[src/rtl/bulk_erase_seq.sv]
module bulk_erase_seq #(
  parameter int DLY_W = 16
) (
  input  logic             clk,
  input  logic             rst_n,
  input  logic             start,
  input  logic [15:0]      erase_code,
  input  logic [DLY_W-1:0] erase_delay,
  output logic             pgc,
  output logic             pgd,
  output logic             busy,
  output logic             done
);
  localparam int FRAME_BITS = 20;
  localparam int NFRM       = 15;
  localparam int TAIL_CLKS  = 4;
  localparam int BW         = $clog2(FRAME_BITS);
  localparam int FW         = $clog2(NFRM);

  typedef enum logic [2:0] {S_IDLE, S_SHIFT, S_TAIL, S_WAIT, S_FIN} st_t;

  st_t              st;
  logic             ph;
  logic [BW-1:0]    bcnt;
  logic [FW-1:0]    fidx;
  logic [15:0]      code_q;
  logic [DLY_W-1:0] dly_q, dcnt;
  logic [15:0]      pay;
  logic [3:0]       cmd;
  logic [19:0]      word;

  always_comb begin
    case (fidx)
      FW'(0), FW'(7):  pay = 16'h0E3C;
      FW'(1), FW'(8):  pay = 16'h6EF8;
      FW'(2), FW'(9):  pay = 16'h0E00;
      FW'(3), FW'(10): pay = 16'h6EF7;
      FW'(4):          pay = 16'h0E05;
      FW'(11):         pay = 16'h0E04;
      FW'(5), FW'(12): pay = 16'h6EF6;
      FW'(6):          pay = {code_q[15:8], code_q[15:8]};
      FW'(13):         pay = {code_q[7:0], code_q[7:0]};
      default:         pay = 16'h0000;
    endcase
  end

  assign cmd  = (fidx == FW'(6) || fidx == FW'(13)) ? 4'b1100 : 4'b0000;
  assign word = {pay, cmd};
  assign pgc  = (st == S_SHIFT || st == S_TAIL) && !ph;
  assign pgd  = (st == S_SHIFT) && word[bcnt];
  assign busy = (st != S_IDLE);
  assign done = (st == S_FIN);

  always_ff @(posedge clk) begin
    if (!rst_n) begin
      st     <= S_IDLE;
      ph     <= 1'b0;
      bcnt   <= '0;
      fidx   <= '0;
      code_q <= '0;
      dly_q  <= '0;
      dcnt   <= '0;
    end else begin
      case (st)
        S_IDLE: if (start) begin
          code_q <= erase_code;
          dly_q  <= erase_delay;
          st     <= S_SHIFT;
          ph     <= 1'b0;
          bcnt   <= '0;
          fidx   <= '0;
        end
        S_SHIFT: begin
          ph <= ~ph;
          if (ph) begin
            if (bcnt == BW'(FRAME_BITS-1)) begin
              bcnt <= '0;
              if (fidx == FW'(NFRM-1)) st <= S_TAIL;
              else fidx <= fidx + 1'b1;
            end else bcnt <= bcnt + 1'b1;
          end
        end
        S_TAIL: begin
          ph <= ~ph;
          if (ph) begin
            if (bcnt == BW'(TAIL_CLKS-1)) begin
              st   <= S_WAIT;
              dcnt <= dly_q;
            end else bcnt <= bcnt + 1'b1;
          end
        end
        S_WAIT: begin
          if (dcnt <= DLY_W'(1)) st <= S_FIN;
          else dcnt <= dcnt - 1'b1;
        end
        default: st <= S_IDLE;
      endcase
    end
  end

  AST_DATA_ON_RISE:   assert property (@(posedge clk) disable iff (!rst_n) !$stable(pgd) |-> $rose(pgc));
  AST_DATA_HELD_FALL: assert property (@(posedge clk) disable iff (!rst_n) $fell(pgc) |-> $stable(pgd));
  AST_FRAME_RANGE:    assert property (@(posedge clk) disable iff (!rst_n) fidx <= FW'(NFRM-1));
  AST_ERASE_QUIET:    assert property (@(posedge clk) disable iff (!rst_n) (st == S_WAIT) |-> (!pgd && !pgc));
  AST_DONE_PULSE:     assert property (@(posedge clk) disable iff (!rst_n) done |=> (!done && !busy));
  AST_START_IGNORED:  assert property (@(posedge clk) disable iff (!rst_n) (busy && start) |=> ($stable(code_q) && $stable(dly_q)));
endmodule

[config.mk]
export PLATFORM = sky130hd
export DESIGN_NAME = bulk_erase_seq
export DESIGN_NICKNAME = d
export VERILOG_FILES = /design/src/rtl/bulk_erase_seq.sv
export SDC_FILE = /design/constraint.sdc
export NUM_CORES = 1
export LEC_CHECK = 0
export BUFFER_PORTS_ARGS = -buffer_cell sky130_fd_sc_hd__buf_2
export CAP_MARGIN = 20
export CORE_UTILIZATION = 49
export CTS_BUF_LIST = sky130_fd_sc_hd__clkbuf_2 sky130_fd_sc_hd__clkbuf_4 sky130_fd_sc_hd__clkbuf_8
export DETAILED_ROUTE_END_ITERATION = 8
export PLACE_DENSITY_LB_ADDON = 0.3
export SLEW_MARGIN = 0
export SYNTH_ARGS = -nofsm -noshare
export SYNTH_HDL_FRONTEND = slang
export SYNTH_SLANG_ARGS = --single-unit
[constraint.sdc]
create_clock -name clk -period 4.6 [get_ports clk]
set_input_delay 1.38 -clock clk [delete_from_list [all_inputs] [get_ports clk]]
set_output_delay 1.38 -clock clk [all_outputs]
set_load 0.05 [all_outputs]
Word-level counts from Yosys, hierarchy flattened
Cells that the tools add are included.

word-level totals
  register bits after elaboration = 61
  output and inout port bits = 4

cells by class
  add/sub/neg operators = 3
  $lt $le $gt $ge = 2
  equality and inequality tests = 30
  multiplexer cells = 29
  bitwise logic cells = 1
  reductions and logical operators = 24

operator list
  cell                                                             count
  case mux 16 bit (9 select lines)                                 1
  2-to-1 mux 16 bit                                                3
  case mux 16 bit (2 select lines)                                 1
  equality test 4 bit, second input constant                       7
  2-to-1 mux 5 bit                                                 5
  2-to-1 mux 3 bit                                                 7
  2-to-1 mux 4 bit                                                 5
  equality test 4 x 3 -> 1 bit, second input constant              4
  less-or-equal comparator 16 x 1 -> 1 bit, second input constant  1
  subtractor 16 x 1 -> 16 bit, second input constant               1
  case mux 5 bit (3 select lines)                                  1
  inequality test 2 bit, second input constant                     7
  case mux 3 bit (4 select lines)                                  1
  OR reduction 2 bit                                               6
  AND reduction 5 bit                                              2
  equality test 4 x 2 -> 1 bit, second input constant              2
  case mux 4 bit (2 select lines)                                  1
  AND reduction 7 bit                                              1
  equality test 3 x 2 -> 1 bit, second input constant              2
  less-than comparator 5 x 6 -> 1 bit, second input constant       1
  inequality test 2 x 1 -> 1 bit, second input constant            3
  nonzero test 2 bit                                               3
  nonzero test 3 bit                                               2
  adder 5 x 1 -> 5 bit, second input constant                      1
  17 further kinds                                                 21

Longest topological paths before layout
  word-level depth = 6
  mapped depth = 10
  gate-level depth less buffers = 8

Least setup slack after synthesis
Ideal clock, no wire load.

  path type = register to output
  start point = register fidx[0]
  end point = output port pgd
  arrival = 2954 ps
  data required time = 3220 ps
  path slack = 266 ps
  stages on the path, launching flop included = 10
  path buffers = 1
  path through = dfxtp_1 -> inv_1 -> ha_1 -> clkbuf_1 -> nand2_1 -> o311ai_0 -> a21oi_1 -> o41ai_1 -> nand2_1 -> a221oi_1

between the ends
  cells in the longest elaborated chain, start to end = 6
  elaborated cells between the ends (all ways) = 25
  those cells by class = eq/ne (13); mux (4); reduce/logical (8)

RTL lines
  element                                                                      RTL line  source
  start, declared                                                              25        logic [FW-1:0] fidx;
  start signal, assigned                                                       79        else fidx <= fidx + 1'b1;
  equality test 4 x 3 -> 1 bit (tied with other cells)                         33        case (fidx)
  OR reduction 2 bit / logical OR 1 bit (equally long branches)                33, 47
  case mux 16 bit (9 select lines) / 2-to-1 mux 4 bit (equally long branches)  33, 47
  binary-select mux 1 bit (select 5 bit) (*)                                   50        assign pgd = (st == S_SHIFT) && word[bcnt];
  2-to-1 mux 1 bit (not written as such) (*)                                   50
  logical AND 1 bit (*)                                                        50
  end, declared                                                                10        output logic pgd,

Mark *: on every way between the ends. The rest lies on a longest branch, timed or not. The select of a mux whose other input is x is not followed.

Worst setup path after layout
Same ends and word-level chain as after synthesis.

==> results.md <==
* Status: complete, no violations
* Crit end category: primary output
* Max-slew violation count at 0
* Yosys warns at 0
* H-tree lvl count at 3
* Length of the first detailed-routing pass in iterations at 5
* Hold violation total from the final report at 0
* Die boundary height at 88.13 microns
* Synth Flop Type: sky130_fd_sc_hd__dfxtp_1
* Cts bufs inserted at 9
* Proportion of layout cells with a drive suffix above 1 at 13.63%
* Share of the cycle needed by the critical path after routing at 92.85%
* Mean instance size in the synthesized netlist at 7.620 sq um
* Worst slew margin at 39.11%
* Worst stage delay on the critical path at 390 ps
* Source of the worst hold timing path: dly_q[5]
* Utilization after layout at 56.50%
* Number of standard cells after synthesis at 477
* Category of cells accounting for the largest share of critical-path delay: compound AO/OA/AOI/OAI gates
* Die span in x at 88.13 microns
* Wire length of the first global-routing pass at 14.36 mm
* Slowest stage cell, crit path: sky130_fd_sc_hd__ha_1
* Filler-free cell count of the finished design at 598
* Number of routed nets with antenna violations at 0
* Synth top cells by count: sky130_fd_sc_hd__nand2_1, sky130_fd_sc_hd__dfxtp_1, sky130_fd_sc_hd__a21boi_1
* Maximum net fanout on the critical path at 11
* Clock transition at the registers of the reported paths at 70 ps
* Cell types with the largest area share after synthesis: sky130_fd_sc_hd__dfxtp_1, sky130_fd_sc_hd__nand2_1, sky130_fd_sc_hd__a21boi_1
* Fmax achieved at 234.1 MHz
* Initial core utilization at 50.38%
* Largest net degree at the start of global routing at 57
* Buffering stage count on the worst path with inverters included at 2
* Layout filler cell count at 687
* Global Route Usage Sum at 23.74%
* PortBufs at 38
* Clock tree from TritonCTS: built
* Max clock buf depth at 2
* Power per unit of standard cell area at 483.4 nW/um^2
* Core Area at 7214 sq um
* Gpl congestion at 0.9079
* Root buf cell: sky130_fd_sc_hd__clkbuf_8
* Remaining routing DRC violations at 0
* Area added between synthesis and finish at 12.15%
* Share of flip-flops with an asynchronous set or reset after synthesis at 0%
* Pin slew with the least headroom to its limit at 912.1 ps
* Worst-Skew Late Latency at 350 ps
* End point of the most critical hold path: dly_q[5]
* Worst R2R Path Depth at 6
* Number of cells on the worst hold path at 2
* Number of storage elements in the synthesis netlist at 61
* Number of top-level design ports at 39
* Cell taking the most area after synthesis: sky130_fd_sc_hd__dfxtp_1
* Total area of sequential cells at 1222 sq um
* Total Negative Setup Slacks at 0 ps
* Startpoint of the worst-slack reg-to-reg timing path: bcnt[0]
* Number of library cell types mapped by synthesis at 62
* Post-synth EDFFs at 0
* Vias in the first global route at 3186
* Die Outline Area at 7766 sq um
* Remaining Overflow, GRT at 0
* Routed wirelength normalized by instance count at 13.96 microns
* Data arrival time at the worst-slack endpoint at 2890 ps
* Net count of the finished layout at 538
* Antenna cells at 0
* Clock sink count at 61
* Slack of the critical path at 328.9 ps
* Number of antenna violations at the first check in global routing at 0
* Via density per instance at 5.729
* Static Leakage at 0.001538 uW
* HP Class: flop to flop
* Max-capacitance violation count at 0
* Endpoint of the worst-slack reg-to-reg timing path: dcnt[10]
* Site Rows at 31
* Final critical-path required period at 4271 ps
* Synth Cell Area at 3635 sq um
* Initial drt markers at 188
* Worst setup slack for register-to-register paths at 2060 ps
* Largest vdd supply drop at 0.1798 mV
* Sequential-to-total area share from yosys stat at 33.60%
* Post-DP HPWL at 5.625 mm
* Cells after DPL at 582
* Vias at 3426
* List of cells traversed by the critical path: inv_1, ha_1, nand2_1, o311ai_0, a21oi_1, o41ai_1, nand2_1, a221oi_1, buf_2
* Type of element launching the critical path: flop
* Post-Route Skew at 8.116 ps
* WL final at 8.350 mm
* Setup Slack @ Placement at 689.5 ps
* Critical Path RT at 3220 ps
* Number of setup buffers added after CTS at 0
* Setup repair after global routing missed its margin: no
* Crit path top cell by count: sky130_fd_sc_hd__nand2_1
* Syn_nets at 521
* Critical path class: flop to primary output
* Most common cell in the synthesized netlist: sky130_fd_sc_hd__nand2_1
* Post-synth top area share at 33.60%
* Number of setup violations in the final report at 0
* Multi-input gate area in the final layout at 2225 sq um
## stage by stage
stage | area [sq um] | hold WS [ps] | power (uW)
5_1_grt | 4076 | 472.5 | 2103
2_1_floorplan | 3635 | 435.1 | 1211
4_1_cts | 4075 | 457.1 | 1983
6_report | 4076 | 453.8 | 1970
3_3_place_gp | 3824 | 441.5 | 1354
3_5_place_dp | 3824 | 445.4 | 1373
## logic make-up (layout without fill, tap and decap cells)
family                   count (synthesis)  in the layout  synth area share [%]
flip-flops                              61             61                 33.60
multiplexers                            10             10                 3.098
XOR/XNOR                                 6              6                 1.446
adder cells (fa/ha/maj)                  9              9                 3.098
AND/OR/NAND/NOR                        212            212                 27.57
AO/OA/AOI/OAI                          133            133                 25.75
buffers and inverters                   46             68                 5.439
## per-layer routing
| metal | wire, microns | up-vias | share of wire (%) | track usage, % |
|---|---|---|---|---|
| li1 | - | 1713 | - | - |
| met1 | 3963 | 1606 | 47 | 30.57 |
| met2 | 3872 | 96 | 46 | 38.62 |
| met3 | 408 | 11 | 4.9 | 6.409 |
| met4 | 106 | 0 | 1.3 | 7.771 |
| met5 | 0 | - | 0 | 0 |
## placed cells by master (no fill, tap or decap), types with 3 or more instances in the layout
master / count
sky130_fd_sc_hd__nand3_1: 12
sky130_fd_sc_hd__nor3_1: 5
sky130_fd_sc_hd__o21a_1: 7
sky130_fd_sc_hd__nand2b_1: 3
sky130_fd_sc_hd__mux2i_1: 9
sky130_fd_sc_hd__a21oi_1: 20
sky130_fd_sc_hd__bufinv_16: 3
sky130_fd_sc_hd__or2_1: 3
sky130_fd_sc_hd__o21ai_0: 11
sky130_fd_sc_hd__o21ai_1: 9
sky130_fd_sc_hd__clkbuf_8: 10
sky130_fd_sc_hd__xnor2_1: 4
sky130_fd_sc_hd__nand4_1: 8
sky130_fd_sc_hd__nor2_1: 40
sky130_fd_sc_hd__or3_1: 3
sky130_fd_sc_hd__buf_4: 3
sky130_fd_sc_hd__nor4_1: 6
sky130_fd_sc_hd__o31ai_1: 6
sky130_fd_sc_hd__nand3b_1: 5
sky130_fd_sc_hd__nor3b_1: 3
sky130_fd_sc_hd__o311ai_0: 3
sky130_fd_sc_hd__a21boi_1: 49
sky130_fd_sc_hd__inv_1: 10
sky130_fd_sc_hd__ha_1: 9
sky130_fd_sc_hd__nand2_1: 102
sky130_fd_sc_hd__nor2b_1: 7
sky130_fd_sc_hd__dfxtp_1: 60
sky130_fd_sc_hd__buf_2: 38
## report_power, final
group	internal [uW]	switching, uW	total (uW)
combinational	255	417	671
sequential	601	90.6	692
clock	383	225	607
total	1240	732	1970
## worst min-delay path, stage by stage (launching register included)
cell and delay [ps]:
sky130_fd_sc_hd__dfxtp_1 310, sky130_fd_sc_hd__nand2_1 50, sky130_fd_sc_hd__a21boi_1 50
## final cells by class
class | instances | area share, %
Multi-Input combinational cell | 370 | 54.57
Sequential cell | 61 | 29.99
Timing Repair Buffer | 41 | 5.218
Clock buffer | 11 | 3.560
Tap cell | 99 | 3.039
Clock inverter | 5 | 2.609
Inverter | 11 | 1.013
## registers in the layout, summed over array words and instances, names as in the netlist
register / flops
code_q: 16
dcnt: 16
dly_q: 16
bcnt: 5
fidx: 4
st: 3
ph: 1
## repair_timing
action | CTS | global route
endpoints found under the setup margin | 0 | 1
gates resized for setup | 0 | 1
hold buffers | 0 | 0
## worst max-delay path by stage
| stage | endpoint | start | depth (start not counted) | slack, ps |
|---|---|---|---|---|
| CTS | pgd | fidx[0] | 9 | 310 |
| detailed placement | pgd | fidx[0] | 9 | 690 |
| floorplan | pgd | fidx[0] | 9 | 270 |
| global placement | pgd | fidx[0] | 9 | 850 |
| global route | pgd | fidx[0] | 9 | 30 |
| finish | pgd | fidx[0] | 9 | 330 |
(Power assumes the default switching activity.)
